**config.mk**
```make
export PLATFORM = sky130hd
export DESIGN_NAME = par_port_latch
export DESIGN_NICKNAME = d
export VERILOG_FILES = /design/src/rtl/ppl_pkg.sv /design/src/rtl/ppl_ctrl.sv /design/src/rtl/ppl_datapath.sv /design/src/rtl/par_port_latch.sv
export SDC_FILE = /design/constraint.sdc
export NUM_CORES = 1
export LEC_CHECK = 0
export BUFFER_PORTS_ARGS = -buffer_cell sky130_fd_sc_hd__buf_4
export CAP_MARGIN = 10
export CORE_UTILIZATION = 48
export DETAILED_ROUTE_END_ITERATION = 8
export PLACE_DENSITY = 0.9
export SYNTH_ARGS = -nofsm -noshare
export SYNTH_HDL_FRONTEND = slang
export SYNTH_SLANG_ARGS = --single-unit
```
**constraint.sdc**
```tcl
create_clock -name clk -period 1.7 [get_ports clk]
set_input_delay 0.085 -clock clk [delete_from_list [all_inputs] [get_ports clk]]
set_output_delay 0.085 -clock clk [all_outputs]
set_load 0.005 [all_outputs]
```
**src/rtl/ppl_pkg.sv**
```systemverilog
package ppl_pkg;
  typedef enum logic [1:0] {
    SEL_A    = 2'd0,
    SEL_B    = 2'd1,
    SEL_C    = 2'd2,
    SEL_CTRL = 2'd3
  } portSel_e;

  // one-cycle commands from control to datapath
  typedef struct packed {
    logic loadA;
    logic loadB;
    logic loadC;
    logic loadMode;
    logic bitOp;
  } strobe_t;
endpackage

```
**src/rtl/ppl_ctrl.sv**
```systemverilog
module ppl_ctrl
  import ppl_pkg::*;
#(
  parameter int W = 8
) (
  input  logic         clk,
  input  logic         rstN,
  input  logic         chipSel,
  input  logic         wrEn,
  input  logic [1:0]   addr,
  input  logic [W-1:0] wrData,
  output strobe_t      strb,
  output logic [W-1:0] heldData
);
  logic         writing;
  logic         writingQ;
  logic [1:0]   addrQ;
  logic [W-1:0] dataQ;
  logic         commit;

  assign writing = chipSel & wrEn;

  // record the bus while the write is active; the last cycle wins
  always_ff @(posedge clk) begin
    if (!rstN) begin
      writingQ <= 1'b0;
      addrQ    <= '0;
      dataQ    <= '0;
    end else begin
      writingQ <= writing;
      if (writing) begin
        addrQ <= addr;
        dataQ <= wrData;
      end
    end
  end

  // trailing edge of the write
  assign commit = writingQ & ~writing;

  always_comb begin
    strb          = '0;
    strb.loadA    = commit && (addrQ == SEL_A);
    strb.loadB    = commit && (addrQ == SEL_B);
    strb.loadC    = commit && (addrQ == SEL_C);
    strb.loadMode = commit && (addrQ == SEL_CTRL) &&  dataQ[W-1];
    strb.bitOp    = commit && (addrQ == SEL_CTRL) && !dataQ[W-1];
  end

  assign heldData = dataQ;

  assert_one_command_R2: assert property (@(posedge clk) disable iff (!rstN)
    $onehot0(strb));

  assert_commit_after_write_R3: assert property (@(posedge clk) disable iff (!rstN)
    (|strb) |-> (!(chipSel && wrEn) && $past(chipSel && wrEn)));
endmodule

```
**src/rtl/ppl_datapath.sv**
```systemverilog
module ppl_datapath
  import ppl_pkg::*;
#(
  parameter int W = 8
) (
  input  logic         clk,
  input  logic         rstN,
  input  strobe_t      strb,
  input  logic [W-1:0] heldData,
  input  logic [1:0]   rdAddr,
  input  logic [W-1:0] pinA,
  input  logic [W-1:0] pinB,
  input  logic [W-1:0] pinC,
  output logic [W-1:0] outA,
  output logic [W-1:0] outB,
  output logic [W-1:0] outC,
  output logic [W-1:0] oeA,
  output logic [W-1:0] oeB,
  output logic [W-1:0] oeC,
  output logic [W-1:0] rdData
);
  localparam int HALF    = W / 2;
  localparam int IDXW    = $clog2(W);
  localparam int BIT_A   = 4;
  localparam int BIT_CHI = 3;
  localparam int BIT_B   = 1;
  localparam int BIT_CLO = 0;

  logic         dirAIn, dirBIn;
  logic [1:0]   dirCIn;   // [1] upper nibble, [0] lower nibble; 1 = input
  logic [W-1:0] latchA, latchB, latchC;
  logic [W-1:0] viewA, viewB, viewC;
  logic [W-1:0] modeWord;

  always_ff @(posedge clk) begin
    if (!rstN) begin
      dirAIn <= 1'b1;
      dirBIn <= 1'b1;
      dirCIn <= 2'b11;
      latchA <= '0;
      latchB <= '0;
      latchC <= '0;
    end else if (strb.loadMode) begin
      dirAIn <= heldData[BIT_A];
      dirBIn <= heldData[BIT_B];
      dirCIn <= {heldData[BIT_CHI], heldData[BIT_CLO]};
      latchA <= '0;
      latchB <= '0;
      latchC <= '0;
    end else begin
      if (strb.loadA && !dirAIn) latchA <= heldData;
      if (strb.loadB && !dirBIn) latchB <= heldData;
      if (strb.loadC) begin
        if (!dirCIn[0]) latchC[HALF-1:0] <= heldData[HALF-1:0];
        if (!dirCIn[1]) latchC[W-1:HALF] <= heldData[W-1:HALF];
      end
      if (strb.bitOp) latchC[heldData[IDXW:1]] <= heldData[0];
    end
  end

  assign outA = latchA;
  assign outB = latchB;
  assign outC = latchC;
  assign oeA  = {W{~dirAIn}};
  assign oeB  = {W{~dirBIn}};

  // port C nibbles have their own direction
  for (genvar h = 0; h < 2; h++) begin : g_cHalf
    assign oeC[h*HALF +: HALF]   = {HALF{~dirCIn[h]}};
    assign viewC[h*HALF +: HALF] = dirCIn[h] ? pinC[h*HALF +: HALF]
                                             : latchC[h*HALF +: HALF];
  end

  assign viewA = dirAIn ? pinA : latchA;
  assign viewB = dirBIn ? pinB : latchB;

  always_comb begin
    modeWord          = '0;
    modeWord[W-1]     = 1'b1;
    modeWord[BIT_A]   = dirAIn;
    modeWord[BIT_CHI] = dirCIn[1];
    modeWord[BIT_B]   = dirBIn;
    modeWord[BIT_CLO] = dirCIn[0];
  end

  always_comb begin
    unique case (rdAddr)
      2'd0:    rdData = viewA;
      2'd1:    rdData = viewB;
      2'd2:    rdData = viewC;
      default: rdData = modeWord;
    endcase
  end

  assert_mode_clears_R6: assert property (@(posedge clk) disable iff (!rstN)
    strb.loadMode |=> (latchA == '0 && latchB == '0 && latchC == '0));

  assert_input_a_ignored_R4: assert property (@(posedge clk) disable iff (!rstN)
    (strb.loadA && dirAIn) |=> $stable(latchA));

  assert_input_b_ignored_R4: assert property (@(posedge clk) disable iff (!rstN)
    (strb.loadB && dirBIn) |=> $stable(latchB));

  assert_hold_between_writes_R3: assert property (@(posedge clk) disable iff (!rstN)
    (strb == '0) |=> ($stable(latchA) && $stable(latchB) && $stable(latchC)));

  assert_single_bit_R7: assert property (@(posedge clk) disable iff (!rstN)
    strb.bitOp |=> ($countones(latchC ^ $past(latchC)) <= 1));

  assert_oe_follows_mode_R5: assert property (@(posedge clk) disable iff (!rstN)
    (strb.loadMode && !heldData[BIT_A]) |=> (oeA == '1));
endmodule

```
**src/rtl/par_port_latch.sv**
```systemverilog
module par_port_latch
  import ppl_pkg::*;
#(
  parameter int W = 8
) (
  input  logic         clk,
  input  logic         rstN,
  input  logic         chipSel,
  input  logic         wrEn,
  input  logic [1:0]   addr,
  input  logic [W-1:0] wrData,
  output logic [W-1:0] rdData,
  input  logic [W-1:0] portAIn,
  input  logic [W-1:0] portBIn,
  input  logic [W-1:0] portCIn,
  output logic [W-1:0] portAOut,
  output logic [W-1:0] portBOut,
  output logic [W-1:0] portCOut,
  output logic [W-1:0] portAOe,
  output logic [W-1:0] portBOe,
  output logic [W-1:0] portCOe
);
  strobe_t      strb;
  logic [W-1:0] heldData;

  ppl_ctrl #(.W(W)) u_ctrl (
    .clk      (clk),
    .rstN     (rstN),
    .chipSel  (chipSel),
    .wrEn     (wrEn),
    .addr     (addr),
    .wrData   (wrData),
    .strb     (strb),
    .heldData (heldData)
  );

  ppl_datapath #(.W(W)) u_datapath (
    .clk      (clk),
    .rstN     (rstN),
    .strb     (strb),
    .heldData (heldData),
    .rdAddr   (addr),
    .pinA     (portAIn),
    .pinB     (portBIn),
    .pinC     (portCIn),
    .outA     (portAOut),
    .outB     (portBOut),
    .outC     (portCOut),
    .oeA      (portAOe),
    .oeB      (portBOe),
    .oeC      (portCOe),
    .rdData   (rdData)
  );
endmodule

```
==> reports/results.ini <==
[timing]
worst_pin_slew_ns = 0.4891
setup_viol = 0
report.final.slew_viol_count = 0
fin_tns_setup_ns = 0
clock_skew_ns = 0.01027
max_slew_margin_pct = 67.39
timing.final.crit_share_pct = 99.52
max_freq_mhz = 591.1
layout_min_cycle_time_ns = 1.692
hold_violations = 0
whs_ns = 0.02071
rsz0062_at_grt = yes

[yosys]
yosys_warnings = 0
yosysTopAreaCellShare_pct = 35.37
ys.flop_type = dfxtp_1
ys_types = 33
synth_seq_area_share_pct = 35.37
yosysTopAreaCell = dfxtp_1
avgSynthCellArea_um2 = 8.522
syn_nets = 297
ys_ff_latch = 39
syn_inst = 259
synth_edf_count = 0
synthTopCellsByArea = dfxtp_1 (35%), mux2i_1 (15%), buf_4 (7.5%)
syn_area_um2 = 2207
async_flop_share_pct = 0

[final_layout]
fin_area_um2 = 2970
n_antenna_cell = 0
fin_nets = 367
fill_cells = 368
drive_gt1_share_pct = 40.91
multiInputGateArea_um2 = 1180
area_delta_synth_final_pct = 34.58
seqCellArea_um2 = 795.8

[clocking]
cts_buffers = 5
cts_max_level = 2
clock-sinks = 39
holdBufCountCts = 0
cts_tree = yes
root_buffer = clkbuf_8
cts.path.max_buffers = 2
insertion_delay_ns = 0.30
clkTransAtPathRegs_ns = 0.08

[setup_path]
crit_fanout = 5
r2r-start = u_ctrl.addrQ[0]$_SDFFE_PN0P_
critPathRequiredTime_ns = 1.62
arrival_ns = 1.61
timing.rr.end = u_datapath.outC[7]$_SDFF_PP0_
critPathLaunchType = register
timing.critical_path.from = u_datapath.dirAIn$_SDFFE_PN1P_
endpoint_kind = primary output
critPathKind = register to primary output
r2r_cells = 4
r2r_slack_ns = 0.08

[global_route]
first_global_vias = 1945
grt_max_degree = 19
grt_pass1_wl_um = 9749
grt_usage_pct = 25.31
grt_antenna_before_repair = 0
grt-ovfl-total = 0

[die]
chipHeight_um = 69.81
start_util_pct = 50.34
die_w_um = 69.81
num_rows = 24
dieArea_um2 = 4873
core_region_area_um2 = 4384
io_pins = 94

[pwr]
p_leak_nw = 1.514
pwr-share-comb_pct = 12.3
powerDensity_nw_per_um2 = 626.7
p_sw_share_pct = 23.70
p_int_mw = 1.420
pwr-share-seq_pct = 50.5
power.share.clock_pct = 37.2
irDropWorstVdd_mv = 0.4254
power.switching_mw = 0.4412

[route]
drc = 0
drt-wirelength-per-cell_um = 15.96
dr.pass1.iters = 4
post_drt_via_cell_ratio = 5.626
vias = 2149
wl_um = 6097
drt_iter0_drc = 184
antenna_left = 0

[min_path]
hold_path_class = input port to register
hold_end = u_datapath.dirAIn$_SDFFE_PN1P_
hp-start = rstN
hold-path-cell-count = 2

[outcome]
outcome = completed

[place]
dp_hpwl_um = 4468
globalplace.congestion = 0.8703
postPlaceCellArea_um2 = 2803
port_buffers = 93

[job]
drv_cap = 0

## registers in the layout, indices dropped and copies added (netlist names)
name,cells
u_datapath.dirAIn,1
u_datapath.outA,8
u_datapath.dirBIn,1
u_ctrl.addrQ,2
u_ctrl.writingQ,1
u_datapath.dirCIn,2
u_datapath.outB,8
u_datapath.outC,8
u_ctrl.heldData,8
## power by group through the flow
stage               sequential (mW)  combinational [mW]  clock, mW
floorplan                     0.952               0.113          0
global placement              0.967               0.217          0
detailed placement            0.967               0.219          0
CTS                           0.939               0.221      0.699
global route                  0.942               0.250      0.737
finish                        0.941               0.229      0.692
## worst max-delay path by stage
stage                                                  to  slack [ns]
final                                           rdData[4]       0.008
after global routing      u_datapath.outA[5]$_SDFFE_PP0P_       -0.03
after CTS                                       rdData[4]      0.0002
after detailed placement  u_datapath.outB[6]$_SDFFE_PP0P_        0.05
after global placement    u_datapath.outB[5]$_SDFFE_PP0P_         0.1
after floorplan                                 rdData[4]        0.13
## worst max-delay path: stages (launching register included)
cell	delay (ns)
dfxtp_4	0.40
mux2_4	0.31
mux4_2	0.47
buf_6	0.13
## Yosys cell counts, types with 2 or more instances
cell type / count
dfxtp_1: 39
mux2i_1: 32
nand2_1: 29
a21oi_1: 22
buf_4: 22
nor2_1: 22
clkbuf_1: 14
o21ai_0: 14
mux2_2: 12
inv_1: 8
buf_2: 5
nand4_1: 5
or4_1: 5
o211ai_1: 4
nand2b_1: 3
and2_1: 2
mux4_2: 2
nor4bb_1: 2
o22ai_1: 2
o311ai_0: 2
## layout by cell type (no fill, tap or decap), types with 2 or more instances in the layout
| cell type | n |
|---|---|
| buf_4 | 101 |
| dfxtp_1 | 35 |
| mux2i_1 | 32 |
| nand2_1 | 29 |
| nor2_1 | 22 |
| a21oi_1 | 22 |
| o21ai_0 | 13 |
| mux2_2 | 8 |
| inv_1 | 8 |
| clkbuf_8 | 7 |
| nand4_1 | 5 |
| or4_1 | 5 |
| mux2_4 | 4 |
| o211ai_1 | 4 |
| dfxtp_4 | 4 |
| nand2b_1 | 3 |
| mux4_2 | 2 |
| o22ai_1 | 2 |
| and2_1 | 2 |
| buf_6 | 2 |
## final cells by class
type                       instances  share of cell area [%]
tap                               52                   2.190
clock inverter                     1                  0.2527
sequential                        39                   26.79
inverter                           8                   1.011
clock buffer                       7                   3.243
timing repair buffer             104                   26.79
multi-input combinational        171                   39.72
## kinds of logic after synthesis
family          synth area share, %
simple gates                  17.18
mux                           22.68
buf+inv                       12.36
flops                         35.37
compound gates                12.42
## stage by stage
stage	power, mW	cells	setup WS [ns]	utilization [%]
3_5_place_dp	1.186	373	0.05210	63.93
5_1_grt	1.930	382	-0.03271	67.75
4_1_cts	1.860	381	0.0001747	66.72
3_3_place_gp	1.184	373	0.09503	63.93
2_1_floorplan	1.066	259	0.1327	-
6_report	1.861	382	0.008121	67.75
## layer usage
layer  up-vias  global-route usage, %  share of wire [%]
met1       989                  32.30                 41
li1       1025                      -                  -
met2       120                  41.88                 49
met4         0                  8.889                1.9
met5         -                      0                  0
met3        15                  5.669                8.8
## timing repair
action,CTS,global route
gates cloned,0,0
hold endpoints to repair,0,0
setup buffers,0,1
pin swaps,0,0
setup endpoints to repair,7,15
gates resized for setup,9,11
Power figures use the tool's default switching activity.
